**config.mk**
```make
export PLATFORM = sky130hd
export DESIGN_NAME = dcount_timer_core
export DESIGN_NICKNAME = d
export VERILOG_FILES = /design/src/rtl/dcount_pkg.sv /design/src/rtl/dcount_ctrl_reg.sv /design/src/rtl/dcount_prescale.sv /design/src/rtl/dcount_counter.sv /design/src/rtl/dcount_irq.sv /design/src/rtl/dcount_timer_core.sv
export SDC_FILE = /design/constraint.sdc
export NUM_CORES = 1
export LEC_CHECK = 0
export BUFFER_PORTS_ARGS = -buffer_cell sky130_fd_sc_hd__buf_4
export CORE_UTILIZATION = 40
export CTS_BUF_LIST = sky130_fd_sc_hd__clkbuf_2
export DETAILED_ROUTE_END_ITERATION = 12
export PLACE_DENSITY = 0.64
export RECOVER_POWER = 50
export SYNTH_ARGS = -nofsm -noshare
export SYNTH_HDL_FRONTEND = slang
export SYNTH_SLANG_ARGS = --single-unit
```
**constraint.sdc**
```tcl
create_clock -name clk -period 3.1 [get_ports clk]
set_clock_uncertainty 0.15 [all_clocks]
set_input_delay 0.62 -clock clk [delete_from_list [all_inputs] [get_ports clk]]
set_output_delay 0.62 -clock clk [all_outputs]
set_load 0.005 [all_outputs]
```
**src/rtl/dcount_pkg.sv**
```systemverilog
package dcount_pkg;

  // Control word layout; bit positions are software-visible.
  typedef struct packed {
    logic       enable;    // 7
    logic       periodic;  // 6
    logic       irq_en;    // 5
    logic       rsvd4;     // 4
    logic [1:0] prescale;  // 3:2
    logic       wide;      // 1
    logic       oneshot;   // 0
  } ctrl_t;

  localparam int          CTRL_W     = 8;
  localparam logic [7:0]  CTRL_VALID = 8'hEF;
  localparam logic [7:0]  CTRL_RESET = 8'h20;

endpackage

```
**src/rtl/dcount_ctrl_reg.sv**
```systemverilog
module dcount_ctrl_reg
  import dcount_pkg::*;
#(
  parameter int DATA_W = 32
) (
  input  logic              clk,
  input  logic              rst_n,
  input  logic              wr_ctrl,
  input  logic [DATA_W-1:0] wr_data,
  output ctrl_t             ctrl_q
);

  always_ff @(posedge clk) begin
    if (!rst_n)
      ctrl_q <= ctrl_t'(CTRL_RESET);
    else if (wr_ctrl)
      ctrl_q <= ctrl_t'(wr_data[CTRL_W-1:0] & CTRL_VALID);
  end

endmodule

```
**src/rtl/dcount_prescale.sv**
```systemverilog
module dcount_prescale #(
  parameter int SH_MID = 4,
  parameter int SH_HI  = 8
) (
  input  logic       clk,
  input  logic       rst_n,
  input  logic       run,
  input  logic       tick_en,
  input  logic       restart,
  input  logic [1:0] prescale,
  output logic       step
);

  localparam int PW = (SH_HI > 0) ? SH_HI : 1;

  logic [PW-1:0] pcnt_q;
  logic [PW-1:0] term;

  // Code 3 is folded onto code 2.
  always_comb begin
    unique case (prescale)
      2'd0:    term = '0;
      2'd1:    term = PW'((1 << SH_MID) - 1);
      default: term = PW'((1 << SH_HI) - 1);
    endcase
  end

  assign step = run && tick_en && (pcnt_q == term);

  always_ff @(posedge clk) begin
    if (!rst_n)
      pcnt_q <= '0;
    else if (!run || restart)
      pcnt_q <= '0;
    else if (tick_en)
      pcnt_q <= (pcnt_q == term) ? '0 : pcnt_q + 1'b1;
  end


  no_double_step_chk: assert property (@(posedge clk) disable iff (!rst_n)
    (step && prescale != 2'd0 && !restart) |=> !step);

endmodule

```
**src/rtl/dcount_counter.sv**
```systemverilog
module dcount_counter
  import dcount_pkg::*;
#(
  parameter int DATA_W   = 32,
  parameter int NARROW_W = 16
) (
  input  logic              clk,
  input  logic              rst_n,
  input  ctrl_t             ctrl,
  input  logic              step,
  input  logic              wr_load,
  input  logic              wr_bgload,
  input  logic              wr_ctrl,
  input  logic [DATA_W-1:0] wr_data,
  output logic [DATA_W-1:0] cnt_q,
  output logic [DATA_W-1:0] load_q,
  output logic              run,
  output logic              hit_zero
);

  logic [DATA_W-1:0] cnt_d;
  logic [DATA_W-1:0] reload_val;
  logic              halted_q, halted_d;
  logic              live_zero, live_one, data_nonzero;

  always_comb begin
    if (ctrl.wide) begin
      live_zero    = (cnt_q == '0);
      live_one     = (cnt_q == DATA_W'(1));
      data_nonzero = (wr_data != '0);
    end else begin
      live_zero    = (cnt_q[NARROW_W-1:0] == '0);
      live_one     = (cnt_q[NARROW_W-1:0] == NARROW_W'(1));
      data_nonzero = (wr_data[NARROW_W-1:0] != '0);
    end
  end

  assign reload_val = ctrl.periodic ? load_q : '1;
  assign run        = ctrl.enable && !halted_q;

  // A LOAD write outranks a step in the same cycle.
  always_comb begin
    cnt_d    = cnt_q;
    halted_d = halted_q;
    hit_zero = 1'b0;
    if (wr_load) begin
      if (ctrl.wide) cnt_d = wr_data;
      else           cnt_d[NARROW_W-1:0] = wr_data[NARROW_W-1:0];
      if (ctrl.enable && data_nonzero) halted_d = 1'b0;
    end else if (step) begin
      if (live_zero) begin
        if (ctrl.wide) cnt_d = reload_val;
        else           cnt_d[NARROW_W-1:0] = reload_val[NARROW_W-1:0];
      end else begin
        if (ctrl.wide) cnt_d = cnt_q - DATA_W'(1);
        else           cnt_d[NARROW_W-1:0] = cnt_q[NARROW_W-1:0] - NARROW_W'(1);
        if (live_one) begin
          hit_zero = 1'b1;
          if (ctrl.oneshot) halted_d = 1'b1;
        end
      end
    end
    if (wr_ctrl && wr_data[7]) halted_d = 1'b0;
  end

  always_ff @(posedge clk) begin
    if (!rst_n) begin
      cnt_q    <= '1;
      load_q   <= '0;
      halted_q <= 1'b0;
    end else begin
      cnt_q    <= cnt_d;
      halted_q <= halted_d;
      if (wr_load || wr_bgload) load_q <= wr_data;
    end
  end


  halted_hold_chk: assert property (@(posedge clk) disable iff (!rst_n)
    (halted_q && !wr_load && !wr_ctrl) |=> $stable(cnt_q));


  upper_hold_chk: assert property (@(posedge clk) disable iff (!rst_n)
    !ctrl.wide |=> cnt_q[DATA_W-1:NARROW_W] == $past(cnt_q[DATA_W-1:NARROW_W]));


  bgload_count_chk: assert property (@(posedge clk) disable iff (!rst_n)
    (wr_bgload && !wr_load && !step) |=> $stable(cnt_q));

endmodule

```
**src/rtl/dcount_irq.sv**
```systemverilog
module dcount_irq (
  input  logic clk,
  input  logic rst_n,
  input  logic set,
  input  logic clr,
  input  logic irq_en,
  output logic irq_raw,
  output logic irq_masked
);

  // A set in the same cycle as a clear wins.
  always_ff @(posedge clk) begin
    if (!rst_n)     irq_raw <= 1'b0;
    else if (set)   irq_raw <= 1'b1;
    else if (clr)   irq_raw <= 1'b0;
  end

  assign irq_masked = irq_raw && irq_en;


  intclr_chk: assert property (@(posedge clk) disable iff (!rst_n)
    (clr && !set) |=> !irq_raw);

endmodule

```
**src/rtl/dcount_timer_core.sv**
```systemverilog
module dcount_timer_core
  import dcount_pkg::*;
#(
  parameter int DATA_W   = 32,
  parameter int NARROW_W = 16,
  parameter int SH_MID   = 4,
  parameter int SH_HI    = 8
) (
  input  logic              clk,
  input  logic              rst_n,
  input  logic              tick_en,
  input  logic              wr_load,
  input  logic              wr_bgload,
  input  logic              wr_ctrl,
  input  logic              wr_intclr,
  input  logic [DATA_W-1:0] wr_data,
  output logic [DATA_W-1:0] count_val,
  output logic [DATA_W-1:0] load_rd,
  output logic [DATA_W-1:0] ctrl_rd,
  output logic              irq_raw,
  output logic              irq_masked
);

  ctrl_t ctrl_q;
  logic  run, step, hit_zero;

  dcount_ctrl_reg #(.DATA_W(DATA_W)) u_ctrl (
    .clk(clk), .rst_n(rst_n), .wr_ctrl(wr_ctrl), .wr_data(wr_data),
    .ctrl_q(ctrl_q)
  );

  dcount_prescale #(.SH_MID(SH_MID), .SH_HI(SH_HI)) u_pre (
    .clk(clk), .rst_n(rst_n), .run(run), .tick_en(tick_en),
    .restart(wr_ctrl), .prescale(ctrl_q.prescale), .step(step)
  );

  dcount_counter #(.DATA_W(DATA_W), .NARROW_W(NARROW_W)) u_cnt (
    .clk(clk), .rst_n(rst_n), .ctrl(ctrl_q), .step(step),
    .wr_load(wr_load), .wr_bgload(wr_bgload), .wr_ctrl(wr_ctrl),
    .wr_data(wr_data), .cnt_q(count_val), .load_q(load_rd),
    .run(run), .hit_zero(hit_zero)
  );

  dcount_irq u_irq (
    .clk(clk), .rst_n(rst_n), .set(hit_zero), .clr(wr_intclr),
    .irq_en(ctrl_q.irq_en), .irq_raw(irq_raw), .irq_masked(irq_masked)
  );

  assign ctrl_rd = {{(DATA_W-CTRL_W){1'b0}}, ctrl_q};


  irq_at_zero_chk: assert property (@(posedge clk) disable iff (!rst_n)
    $rose(irq_raw) |-> count_val[NARROW_W-1:0] == '0);


  load_no_irq_chk: assert property (@(posedge clk) disable iff (!rst_n)
    wr_load |=> !$rose(irq_raw));

endmodule

```
* Yosys cells after proc, flatten, opt, wreduce, memory -nomap -nowiden
Index checks and enable logic that the tools add are counted.
** Storage, ports and cells
- Bits in read-only memories :: 0
- Output and inout port bits :: 98
- Bits in latches :: 0
- Memories :: 0
- Register bits after elaboration :: 81
- Bits in writable memories :: 0
- Logic and storage cells :: 70
- Input port bits :: 39
** Operators by class
- Order comparisons :: 0
- $mul :: 0
- Reduce and logical (&&, ||, !) cells :: 23
- Divide/modulo/power cells :: 0
- Shift operators :: 0
- Equality and inequality tests :: 6
- Add/sub/neg operators :: 3
- Multiplexer cells :: 25
- Bitwise gates (word level) :: 1
** Operator list (count)
- two-way mux 32 bit :: 4
- two-way mux 16 bit :: 4
- == test 32 x 1 -> 1 bit, second input constant :: 1
- zero test 32 bit :: 1
- nonzero test 32 bit :: 1
- subtractor 32 x 1 -> 32 bit, second input constant :: 1
- == test 16 x 1 -> 1 bit, second input constant :: 1
- zero test 16 bit :: 1
- case mux 8 bit (2 select lines) :: 1
- nonzero test 16 bit :: 1
- subtractor 16 x 1 -> 16 bit, second input constant :: 1
- two-way mux 1 bit :: 15
- adder 8 x 1 -> 8 bit, second input constant :: 1
- == test 8 bit :: 1
- two-way mux 8 bit :: 1
- nonzero test 2 bit :: 4
- logical AND 1 bit :: 6
- AND reduction 5 bit :: 1
- OR reduction 2 bit :: 2
- == test 2 x 1 -> 1 bit, second input constant :: 1
- zero test 1 bit :: 2
- zero test 2 bit :: 1
- logical OR 1 bit :: 2
- != test 2 x 1 -> 1 bit, second input constant :: 1
- 3 further kinds :: 3

* Longest topological paths before layout
- Depth in word-level cells :: 7
- Depth in mapped cells :: 9

* Modules after synthesis
Synthesis repeated with hierarchy kept, for this count alone.
** Unflattened totals
- Cells, all modules :: 587
- Area, all modules :: 4611.9 sq um
** Modules (own cells, without submodules)
- dcount_counter :: area an instance 3697.3 sq um, instances 1, sequential area each 1301.2 sq um, cells an instance 489
- dcount_prescale :: area an instance 407.9 sq um, instances 1, sequential area each 160.2 sq um, cells an instance 45
- dcount_ctrl_reg :: area an instance 274.0 sq um, instances 1, sequential area each 140.1 sq um, cells an instance 24
- dcount_timer_core :: area an instance 183.9 sq um, instances 1, sequential area each 0.0 sq um, cells an instance 25
- dcount_irq :: area an instance 48.8 sq um, instances 1, sequential area each 20.0 sq um, cells an instance 4

* Worst setup path before layout
Ideal clock, no wire load.
- Kind :: register to register
- Start point :: register u_cnt.cnt_q[24]
- End point :: register u_cnt.cnt_q[28]
- Arrival :: 2.115 ns
- Stages on the path, launching flop included :: 7
- Setup slack :: 0.720 ns
- Cells stage by stage :: dfxtp_1 or3_4 nand3b_1 o21a_1 or4_1 a311o_1 and3_1
** Between the ends
- Longest elaborated chain between the ends :: 5
- Elaborated cells on any way between the ends :: 7
** Ends and longest elaborated chain
- start, declared :: line dcount_counter.sv:15 : output logic [DATA_W-1:0] cnt_q,
- start signal, assigned :: line dcount_counter.sv:72 : cnt_q <= cnt_d;
- subtractor 32 x 1 -> 32 bit or zero test 32 bit (tied branches) :: line dcount_counter.sv:55, dcount_counter.sv:28
- two-way mux 16 bit or two-way mux 1 bit (tied branches) :: line dcount_counter.sv:55, dcount_counter.sv:27
- two-way mux 32 bit (*) :: line dcount_counter.sv:51 : if (live_zero) begin
- two-way mux 32 bit (*) :: line dcount_counter.sv:50 : end else if (step) begin
- two-way mux 32 bit (*) :: line dcount_counter.sv:46 : if (wr_load) begin
Every way passes the cells marked *; elsewhere a longest branch is shown, timed or not. The select of a mux whose other input is x is not followed.
A chain may end at the register's enable or synchronous reset.

* Worst setup path in the final report
- Start point :: register u_cnt.cnt_q[24]
- End point :: register u_cnt.cnt_q[3]
** Between the ends
- Longest elaborated chain between the ends :: 5
** Ends and longest elaborated chain
- zero test 32 bit :: line dcount_counter.sv:28 : live_zero = (cnt_q == '0);
- two-way mux 1 bit :: line dcount_counter.sv:27 : if (ctrl.wide) begin
- two-way mux 32 bit :: line dcount_counter.sv:51
- two-way mux 32 bit :: line dcount_counter.sv:50
- two-way mux 32 bit :: line dcount_counter.sv:46
Every way passes these cells. The select of a mux whose other input is x is not followed.

==> results.json <==
{
  "syn-cell-area_um2": 4544,
  "nNetsFinal": 738,
  "dr.pass1.iters": 6,
  "synth_top_cell_by_area": "dfxtp_1",
  "io_buffer_count": 111,
  "timing.final.crit_share_pct": 88.93,
  "clk-insertion-delay-late_ns": 0.58,
  "ys.flop_type": "dfxtp_1",
  "place.gp.congestion": 0.9757,
  "yosysSeqAreaShare_pct": 35.68,
  "finalHoldViolations": 0,
  "grt_overflow_total": 0,
  "h-tree-depth": 3,
  "p_leak_nw": 2.201,
  "finalWorstSetupSlack_ns": 0.3433,
  "pre_cts_slack_ns": 0.4630,
  "regToRegSetupSlack_ns": 0.34,
  "max_stage_delay_ns": 0.51,
  "avgViaCountPerCell": 5.964,
  "worst_pin_slew_ns": 1.107,
  "fin_cells": 841,
  "slew-limit-headroom_pct": 26.20,
  "async_reset_ff_share_pct": 0,
  "cts.sink_count": 81,
  "antenna_found_initial": 0,
  "final-seq-area_um2": 1622,
  "end_kind": "flop",
  "die_h_um": 108.6,
  "worstPathRequired_ns": 3.36,
  "antennaDiodeCount": 0,
  "yosys_register_bits": 81,
  "cts_root_buf": "clkbuf_2",
  "rows": 38,
  "dp_cells": 825,
  "die_x_um": 108.6,
  "peakVddDrop_v": 0.0001676,
  "synth_top_cells_by_area": "dfxtp_1, nand2_1, a21oi_1, buf_4, nor2_1",
  "cts_buffers": 9,
  "cp_top_family": "simple AND/OR/NAND/NOR gates",
  "drt_first_iter_violations": 642,
  "fp.coreArea_um2": 10940,
  "min-delay-start": "wr_data[15]",
  "hold_class": "input pin to flop",
  "cp_cell_sequence": "or3_4 > nand3b_1 > o21ai_1 > nand2_1 > o311ai_0 > nand4_1",
  "cts_tree": "done",
  "syn_inst": 592,
  "max_freq_mhz": 362.8,
  "postRouteAntennaNets": 0,
  "status": "complete, no violations",
  "fill_cells": 1083,
  "cts_setup_buffers": 0,
  "dieArea_um2": 11790,
  "dpl.hpwl_mm": 11.71,
  "post-route-min-period_ns": 2.757,
  "rsz0062_at_grt": "no",
  "ys_types": 61,
  "setup-tns-final_ns": 0,
  "yosysTopAreaCellShare_pct": 35.68,
  "grt_usage_pct": 28.28,
  "wl_per_cell_um": 19.48,
  "start_kind": "flop",
  "worst-path-max-fanout": 8,
  "area_growth_pct": 22.22,
  "grt_pass1_vias": 4584,
  "criticalPathCategory": "flop to flop",
  "cts_hold_buf": 0,
  "via_count": 5016,
  "path_clk_slew_ns": 0.25,
  "final_max_slew_viol_count": 0,
  "multi_input_area_um2": 2634,
  "postRouteWirelength_mm": 16.38,
  "finalPower_mw": 2.149,
  "drive_gt1_share_pct": 21.68,
  "powerDensity_nw_per_um2": 386.9,
  "grt_first_pass_wirelength_mm": 25.29,
  "drc": 0,
  "crit_buf_inv": 0,
  "ys_warn_count": 0,
  "clockBufferDepth": 2,
  "initial_core_util_pct": 41.56,
  "setup_viol": 0,
  "grt_max_degree": 33,
  "avgSynthCellArea_um2": 7.676,
  "ctsResizeCount": 0,
  "synth_edf_count": 0,
  "crit_path_start": "u_cnt.cnt_q[24]$_SDFFE_PN1P_",
  "crit_arrival_ns": 3.01,
  "r2r_start": "u_cnt.cnt_q[24]$_SDFFE_PN1P_",
  "io-pin-count": 137,
  "slowest_stage": "o21ai_1",
  "maxCapViolCount": 0
}
## state kept, by name, summed over array words and instances (netlist names)
register        count
u_cnt.cnt_q        32
u_cnt.halted_q      1
u_cnt.load_q       32
u_ctrl.ctrl_q       7
u_irq.irq_raw       1
u_pre.pcnt_q        8
## cell usage after synthesis (2+ instances only)
library cell / count
o2111ai_1: 2
xor2_1: 12
a2bb2oi_1: 2
xnor2_1: 5
a21oi_1: 57
nand4_1: 12
nand2_1: 95
o31ai_1: 8
nand3b_1: 4
nand2b_1: 6
dfxtp_1: 81
ha_1: 3
or4_1: 11
o211ai_1: 11
o311ai_0: 12
o21ai_0: 26
buf_1: 2
nor4_1: 16
buf_4: 26
or3_1: 10
buf_2: 2
a31oi_1: 6
clkbuf_1: 31
a211oi_1: 5
nor3_1: 21
a221oi_1: 10
o21ai_1: 3
a21o_1: 3
mux2i_1: 8
nand3_1: 10
o21a_1: 2
inv_1: 14
nor2_1: 42
and2_1: 2
o221ai_1: 2
and3_1: 4
o32ai_1: 2
## per-layer routing
| layer | wire length [µm] | track usage, % | share of wire [%] |
|---|---|---|---|
| met5 | 0 | 0 | 0 |
| met4 | 601 | 13.61 | 3.7 |
| met3 | 1468 | 4.039 | 9.0 |
| met2 | 7226 | 42.41 | 44 |
| met1 | 7085 | 39.56 | 43 |
## worst register-to-register path, delay by kind of cell, from the launching register on
family	cells	cell delay, ns
AOI/OAI and AO/OA	2	0.89
DFF	1	0.43
and+or+nand+nor	4	1.11
## cell families (layout without fill, tap and decap cells)
family	Yosys count	count (layout)	share of synthesized area (%)
AND/OR/NAND/NOR	244	244	26.71
AO/OA/AOI/OAI	162	162	23.02
flip-flops	81	81	35.68
buffers and inverters	75	160	8.398
XOR/XNOR	17	17	3.276
multiplexers	9	9	2.010
adder cells (fa/ha/maj)	3	3	0.8261
other	1	25	0.08252
## placed cells by master, fill, tap and decap left out, drive strengths merged, types with 13 or more instances in the layout
cell type  synthesis  routed
a21oi             57      57
nor2              42      42
inv               14      14
clkbuf            31      50
nand2             96      96
nor3              23      23
dfxtp             81      81
o21ai             29      29
o311ai            13      13
nor4              18      18
buf               30      89
conb               1      25
## area by class of cell
type                            count  share of cell area [%]
Multi-Input combinational cell    460                   47.42
Sequential cell                    81                   29.20
Timing Repair Buffer              130                   17.19
Tap cell                          140                   3.154
Clock inverter                      7                   1.284
Inverter                           14                  0.9462
Clock buffer                        9                  0.8110
## per-stage QoR
step                util (%)  hold slack [ns]  instance area, µm²
detailed placement     50.03           0.3180                5472
global placement       50.03           0.3109                5472
CTS                    51.10          0.09480                5588
finish                 50.79           0.1321                5554
floorplan                  -           0.3061                4634
global route           50.79          0.09115                5554
## power by group
| part | total, mW | switching [mW] | internal [mW] |
|---|---|---|---|
| clock | 0.599 | 0.415 | 0.183 |
| sequential | 1.17 | 0.0746 | 1.10 |
| combinational | 0.376 | 0.206 | 0.170 |
| total | 2.15 | 0.696 | 1.45 |
## final timing paths
check,to,cells after the start
worst max-delay path,u_cnt.cnt_q[3]$_SDFFE_PN1P_,6
worst max register to register,u_cnt.cnt_q[3]$_SDFFE_PN1P_,6
worst min register to register,u_cnt.load_q[23]$_SDFFE_PN0P_,2
worst min-delay path,u_cnt.load_q[15]$_SDFFE_PN0P_,3
Power figures use the tool's default switching activity.
